## config.mk

```make
export PLATFORM = sky130hd
export DESIGN_NAME = commute_mode_ctrl
export DESIGN_NICKNAME = d
export VERILOG_FILES = /design/src/rtl/commute_pkg.sv /design/src/rtl/hall_sync.sv /design/src/rtl/commute_datapath.sv /design/src/rtl/commute_ctrl.sv /design/src/rtl/commute_mode_ctrl.sv
export SDC_FILE = /design/constraint.sdc
export NUM_CORES = 1
export LEC_CHECK = 0
export BUFFER_PORTS_ARGS = -buffer_cell sky130_fd_sc_hd__buf_4
export CORE_MARGIN = 5
export CORE_UTILIZATION = 33
export CTS_CLUSTER_DIAMETER = 120
export CTS_CLUSTER_SIZE = 20
export DETAILED_ROUTE_END_ITERATION = 10
export PLACE_DENSITY_LB_ADDON = 0.3
export SYNTH_ARGS = -nofsm -noshare
export SYNTH_HDL_FRONTEND = slang
export SYNTH_SLANG_ARGS = --single-unit
```

## constraint.sdc

```tcl
create_clock -name clk -period 5.6 [get_ports clk]
set_clock_uncertainty 0.05 [all_clocks]
set_input_delay 0.56 -clock clk [delete_from_list [all_inputs] [get_ports clk]]
set_output_delay 0.56 -clock clk [all_outputs]
set_load 0.05 [all_outputs]
```

## src/rtl/commute_pkg.sv

```systemverilog
package commute_pkg;

  typedef enum logic {
    MODE_PLAIN = 1'b0,
    MODE_SLOPE = 1'b1
  } drive_mode_e;

  // Strobes from control to datapath
  typedef struct packed {
    logic periodRestart;
    logic periodPark;
    logic edgeInc;
    logic edgeClr;
    logic rampRun;
  } dp_strobe_t;

  // Status from datapath to control
  typedef struct packed {
    logic uRise;
    logic periodParked;
    logic periodExpiring;
    logic edgeReady;
  } dp_status_t;

endpackage

```

## src/rtl/hall_sync.sv

```systemverilog
module hall_sync #(
  parameter int W = 3
) (
  input  logic         clk,
  input  logic         rstN,
  input  logic [W-1:0] rawIn,
  output logic         firstRise,
  output logic         anyChange
);
  logic [W-1:0] stage1, stage2, lastSeen;

  for (genvar b = 0; b < W; b++) begin : g_bit
    always_ff @(posedge clk or negedge rstN) begin
      if (!rstN) begin
        stage1[b]   <= 1'b0;
        stage2[b]   <= 1'b0;
        lastSeen[b] <= 1'b0;
      end else begin
        stage1[b]   <= rawIn[b];
        stage2[b]   <= stage1[b];
        lastSeen[b] <= stage2[b];
      end
    end
  end

  assign firstRise = stage2[0] & ~lastSeen[0];
  assign anyChange = |(stage2 ^ lastSeen);
endmodule

```

## src/rtl/commute_datapath.sv

```systemverilog
module commute_datapath
  import commute_pkg::*;
#(
  parameter int PERIOD_LIMIT = 33_333_333,
  parameter int EDGE_TARGET  = 7,
  parameter int RAMP_SHIFT   = 3
) (
  input  logic                  clk,
  input  logic                  rstN,
  input  logic                  uRise,
  input  logic                  anyEdge,
  input  dp_strobe_t            stb,
  output dp_status_t            status,
  output logic [RAMP_SHIFT-1:0] rampIdx
);
  localparam int PER_W  = $clog2(PERIOD_LIMIT + 1);
  localparam int EDGE_W = $clog2(EDGE_TARGET + 1);
  localparam logic [PER_W-1:0]      LIMIT_V  = PER_W'(PERIOD_LIMIT);
  localparam logic [EDGE_W-1:0]     TARGET_V = EDGE_W'(EDGE_TARGET);
  localparam logic [RAMP_SHIFT-1:0] RAMP_TOP = '1;

  logic [PER_W-1:0]  periodCnt, commCnt, lastInterval, stepCnt, stepLen;
  logic [EDGE_W-1:0] edgeCnt;

  // Hall U period counter, parked at the limit when no valid reference
  always_ff @(posedge clk or negedge rstN) begin
    if (!rstN)                     periodCnt <= LIMIT_V;
    else if (stb.periodPark)       periodCnt <= LIMIT_V;
    else if (stb.periodRestart)    periodCnt <= '0;
    else if (periodCnt != LIMIT_V) periodCnt <= periodCnt + PER_W'(1);
  end

  // Consecutive qualifying rise counter, saturating at the target
  always_ff @(posedge clk or negedge rstN) begin
    if (!rstN)                                     edgeCnt <= '0;
    else if (stb.edgeClr)                          edgeCnt <= '0;
    else if (stb.edgeInc && edgeCnt != TARGET_V)   edgeCnt <= edgeCnt + EDGE_W'(1);
  end

  // Commutation interval measurement (any hall change)
  always_ff @(posedge clk or negedge rstN) begin
    if (!rstN) begin
      commCnt      <= '0;
      lastInterval <= '0;
    end else if (anyEdge) begin
      commCnt      <= '0;
      lastInterval <= (commCnt == LIMIT_V) ? LIMIT_V : commCnt + PER_W'(1);
    end else if (commCnt != LIMIT_V) begin
      commCnt <= commCnt + PER_W'(1);
    end
  end

  always_comb begin
    stepLen = lastInterval >> RAMP_SHIFT;
    if (stepLen == '0) stepLen = PER_W'(1);
  end

  // Ramp index: restarts at each commutation, advances every stepLen cycles
  always_ff @(posedge clk or negedge rstN) begin
    if (!rstN) begin
      stepCnt <= '0;
      rampIdx <= '0;
    end else if (!stb.rampRun || anyEdge) begin
      stepCnt <= '0;
      rampIdx <= '0;
    end else if (stepCnt >= stepLen - PER_W'(1)) begin
      stepCnt <= '0;
      if (rampIdx != RAMP_TOP) rampIdx <= rampIdx + RAMP_SHIFT'(1);
    end else begin
      stepCnt <= stepCnt + PER_W'(1);
    end
  end

  assign status.uRise          = uRise;
  assign status.periodParked   = (periodCnt == LIMIT_V);
  assign status.periodExpiring = (periodCnt == LIMIT_V - PER_W'(1));
  assign status.edgeReady      = (edgeCnt >= TARGET_V - EDGE_W'(1));

  assert_edge_bound_R3: assert property (@(posedge clk) disable iff (!rstN)
    edgeCnt <= TARGET_V);

  assert_unreferenced_rise_R4: assert property (@(posedge clk) disable iff (!rstN)
    (uRise && periodCnt == LIMIT_V) |=> (edgeCnt == '0));

  assert_timeout_clears_R5: assert property (@(posedge clk) disable iff (!rstN)
    (!uRise && periodCnt == LIMIT_V - PER_W'(1)) |=> (edgeCnt == '0));

  assert_ramp_step_R7: assert property (@(posedge clk) disable iff (!rstN)
    (rampIdx != $past(rampIdx)) |->
      (rampIdx == '0 || rampIdx == $past(rampIdx) + RAMP_SHIFT'(1)));

  assert_ramp_idle_R8: assert property (@(posedge clk) disable iff (!rstN)
    !stb.rampRun |=> (rampIdx == '0));
endmodule

```

## src/rtl/commute_ctrl.sv

```systemverilog
module commute_ctrl
  import commute_pkg::*;
(
  input  logic       clk,
  input  logic       rstN,
  input  logic       slopeEnable,
  input  logic       runActive,
  input  dp_status_t status,
  output dp_strobe_t stb,
  output logic       slopeMode
);
  drive_mode_e modeQ, modeD;
  logic qualRise, timeout;

  assign qualRise = runActive && status.uRise && !status.periodParked;
  assign timeout  = runActive && !status.uRise && status.periodExpiring;

  always_comb begin
    stb.periodPark    = !runActive;
    stb.periodRestart = status.uRise;
    stb.edgeInc       = qualRise;
    stb.edgeClr       = !runActive || timeout || (status.uRise && status.periodParked);
    stb.rampRun       = (modeQ == MODE_SLOPE);
  end

  always_comb begin
    modeD = modeQ;
    case (modeQ)
      MODE_PLAIN: if (slopeEnable && qualRise && status.edgeReady) modeD = MODE_SLOPE;
      MODE_SLOPE: if (!slopeEnable || !runActive || timeout)        modeD = MODE_PLAIN;
      default:    modeD = MODE_PLAIN;
    endcase
  end

  always_ff @(posedge clk or negedge rstN) begin
    if (!rstN) modeQ <= MODE_PLAIN;
    else       modeQ <= modeD;
  end

  assign slopeMode = (modeQ == MODE_SLOPE);

  assert_disable_forces_plain_R2: assert property (@(posedge clk) disable iff (!rstN)
    !slopeEnable |=> !slopeMode);

  assert_entry_on_ready_rise_R3: assert property (@(posedge clk) disable iff (!rstN)
    $rose(slopeMode) |-> $past(status.uRise && status.edgeReady && !status.periodParked));

  assert_standby_plain_R6: assert property (@(posedge clk) disable iff (!rstN)
    !runActive |=> !slopeMode);
endmodule

```

## src/rtl/commute_mode_ctrl.sv

```systemverilog
module commute_mode_ctrl
  import commute_pkg::*;
#(
  parameter int PERIOD_LIMIT = 33_333_333,
  parameter int EDGE_TARGET  = 7,
  parameter int RAMP_SHIFT   = 3
) (
  input  logic                  clk,
  input  logic                  rstN,
  input  logic                  hallU,
  input  logic                  hallV,
  input  logic                  hallW,
  input  logic                  slopeEnable,
  input  logic                  runActive,
  output logic                  slopeMode,
  output logic [RAMP_SHIFT-1:0] rampIdx
);
  logic       uRise, anyEdge;
  dp_strobe_t stb;
  dp_status_t status;

  hall_sync #(.W(3)) u_sync (
    .clk       (clk),
    .rstN      (rstN),
    .rawIn     ({hallW, hallV, hallU}),
    .firstRise (uRise),
    .anyChange (anyEdge)
  );

  commute_datapath #(
    .PERIOD_LIMIT (PERIOD_LIMIT),
    .EDGE_TARGET  (EDGE_TARGET),
    .RAMP_SHIFT   (RAMP_SHIFT)
  ) u_dp (
    .clk     (clk),
    .rstN    (rstN),
    .uRise   (uRise),
    .anyEdge (anyEdge),
    .stb     (stb),
    .status  (status),
    .rampIdx (rampIdx)
  );

  commute_ctrl u_ctrl (
    .clk         (clk),
    .rstN        (rstN),
    .slopeEnable (slopeEnable),
    .runActive   (runActive),
    .status      (status),
    .stb         (stb),
    .slopeMode   (slopeMode)
  );
endmodule

```

==> results.md <==
* Status: completed
* Final worst-path cycle share at 0.885
* WL final at ~13000 microns
* Max-Cap Viols at 0
* Yosys warns at 0
* Clk pin slew, worst setup/hold paths at ~0.050 ns
* Die area at 21200 sq um
* CP Capture Type: flip-flop
* Synthesized area per cell at 9.61 sq um
* Mapped cell area at 6070 sq um
* Number of global-route vias before repair at ~4600
* GRT Total Usage at 0.127
* CTS Hold Bufs at 0
* Number of DRC markers in iteration 0 at around 280
* Max incr delay on CP at 0.63 ns
* First-pass GRT wire length at 22300 microns
* Crit path time final at 4.96 ns
* Synthesized flop and latch total at around 110
* CP max FO at 25
* Clk Latency, worst-skew pair at ~0.41 ns
* GPL Wtd Cong at 0.790
* Worst R2R Setup Slack at 0.64 ns
* # DRC at 0
* Slew HR at 0.366
* Die width at 146 microns
* Largest net degree at the start of global routing at 66
* Final Max Slew Viols at 0
* Reg-to-Reg End: u_dp.stepCnt[10]
* F_max at 202 MHz
* P&R area growth vs syn at 16.0%
* Ratio of cells with drive above 1 in the final layout at 0.109
* Num CTS Buffers at 17
* Setup TNS at 0 ns
* Endpoints failing setup at 0
* Seq/Total Area, Yosys at 0.468
* CP cell instances: or4_1, nor4_1, nor3b_1, a31oi_1, ha_1, nand2_1, or2_2, or3_2, nor2_1, xnor2_1, ha_1, nand4_1, nor4_1, a21boi_0, or2_2, nor2_1
* CP required at 5.82 ns
* Drt pass-1 iters at 5
* Cells after Synth at 632
* Crit Path Category: flip-flop to flip-flop
* # diodes at 0
* Initial Util at 0.337
* CTS tree: yes
* Clock Path Buffers at 2
* WP data arrival at 5.18 ns
* Power per cell area at 328 nW/um^2
* Cell at the slowest stage of the critical path: or4_1
* Top_reg_cell synth: dfrtp_1
* Antenna viol nets, final at 0
* PortBufs at 10
* Final hold violation count at 0
* Detailed-placement wirelength estimate at 9070 microns
* Total number of H-tree levels at 4
* Post-synth EDFFs at 0
* Drt wl/cell at 14.2 microns
* Synth unique cells at 44
* Worst hold path type: input pin to asynchronous set/reset pin
* Setup Fix Bufs, Post-CTS at 0
* Site row count at 49
* Nets@finish at 694
* Post-synthesis net count at just under 700
* Root Buffer: clkbuf_16
* Via count at between 4000 and 5000
* Async S/R FF share, synth at 1.00
* Max VDD drop at 0.191 mV
* RSZ-0062 raised after global routing: no
* Startpoint Class: flip-flop
* Initial antenna violation count at 0
* # IOs at 11
* R2r worst-path depth at 16
* Total core area at 18000 sq um
* Overflow after GRT at 0
* Post-CTS sizing at 0
* P_leak at 3.02 nW
* Hold slack at approximately 0.15 ns
* Worst-margin pin slew at 0.943 ns
* DIE HEIGHT at 146 microns
* Via/cell ratio at 5.11
* Worst r2r src: u_dp.lastInterval[20]
* Clock sink total at 113
cells by family (layout without fill, tap and decap cells):
group | Yosys count | in the layout | share of synthesized area
AO/OA/AOI/OAI | 75 | 75 | 0.0703
adder cells (fa/ha/maj) | 38 | 38 | 0.0783
flip-flops | 113 | 113 | 0.468
multiplexers | 4 | 4 | 0.00721
buffers and inverters | 35 | 65 | 0.0216
AND/OR/NAND/NOR | 282 | 282 | 0.232
XOR/XNOR | 85 | 85 | 0.123
per-layer routing:
layer	part of all wire	vias up	global-route usage
met4	0.019	0	0.0546
met1	0.48	2232	0.167
li1	-	2221	-
met5	0	-	0
met3	0.042	23	0.0339
met2	0.46	76	0.196
power by group:
group	total (mW)	leakage (nW)	switching (mW)	internal [mW]
logic	0.276	1.21	0.160	0.116
clock network	1.15	0.317	0.363	0.790
registers	0.880	1.50	0.0301	0.850
total	2.31	3.02	0.553	1.76
worst max-delay path: cells and delay by family, from the launching register on:
kind            cells  cell delay, ns
xor+xnor            1            0.12
flops               1            0.45
fa+ha+maj           2            0.56
compound gates      2            0.56
simple gates       11            3.08
metrics by stage:
step            util  cells  setup slack (ns)  instance area, sq um  power [mW]
4_1_cts        0.391    891             0.633                  7040        2.34
3_3_place_gp   0.355    859             0.989                  6400        1.16
3_5_place_dp   0.355    859             0.660                  6400        1.17
6_report       0.391    891             0.644                  7040        2.31
5_1_grt        0.391    891             0.276                  7040        2.42
2_1_floorplan      -    632              1.17                  6070        1.09
worst max path at each step:
stage / from / endpoint / cells after the start
2_1_floorplan: u_dp.lastInterval[19] / u_dp.stepCnt[16] / 17
3_3_place_gp: u_dp.lastInterval[20] / u_dp.stepCnt[3] / 16
3_5_place_dp: u_dp.lastInterval[20] / u_dp.stepCnt[21] / 16
4_1_cts: u_dp.lastInterval[20] / u_dp.stepCnt[2] / 16
5_1_grt: u_dp.lastInterval[20] / u_dp.stepCnt[2] / 16
6_report: u_dp.lastInterval[20] / u_dp.stepCnt[10] / 16
cell type report:
cell class                 instances  area (sq um)
fill                            1758         11000
clock inverter                     9           153
clock buffer                      23           488
tap                              229           287
sequential                       113          2840
timing repair buffer              12          90.1
multi-input combinational        484          3100
inverter                          21          78.8
cell usage in the layout, fill, tap and decap left out, drive strengths merged, types with 6 or more instances in the layout:
cell	n
dfstp	13
and4	6
a21oi	36
nand2	30
or2	9
nand3	27
inv	21
nor4	7
dfrtp	100
xnor2	54
o21ai	21
ha	38
or4	7
and3	9
buf	12
xor2	31
nor3	26
nand4	21
nor2	115
or3	9
clkbuf	23
cell usage after synthesis (4+ instances only):
master / instances / area (sq um)
nor2_1: 115 / 432
xnor2_1: 54 / 473
dfstp_2: 13 / 342
nand3_1: 27 / 135
ha_1: 38 / 475
or4_1: 6 / 45.0
a22o_1: 4 / 35.0
dfrtp_1: 100 / 2500
or2_2: 8 / 50.1
clkbuf_1: 13 / 48.8
nor3_1: 26 / 130
xor2_1: 31 / 272
nor4_1: 6 / 37.5
a21oi_1: 36 / 180
nand2_1: 30 / 113
or3_1: 6 / 37.5
nor4b_1: 4 / 35.0
o21ai_0: 21 / 105
and3_1: 9 / 56.3
inv_1: 21 / 78.8
and4_1: 6 / 52.6
nand4_1: 21 / 131
flip-flops by register name, indices dropped and copies added, names as in the netlist:
name,count
u_dp.commCnt,25
u_dp.periodCnt,25
u_dp.stepCnt,25
u_dp.lastInterval,22
u_dp.edgeCnt,3
u_dp.rampIdx,3
u_sync.lastSeen,3
u_sync.stage1,3
u_sync.stage2,3
u_ctrl.slopeMode,1
(Power assumes the default switching activity.)
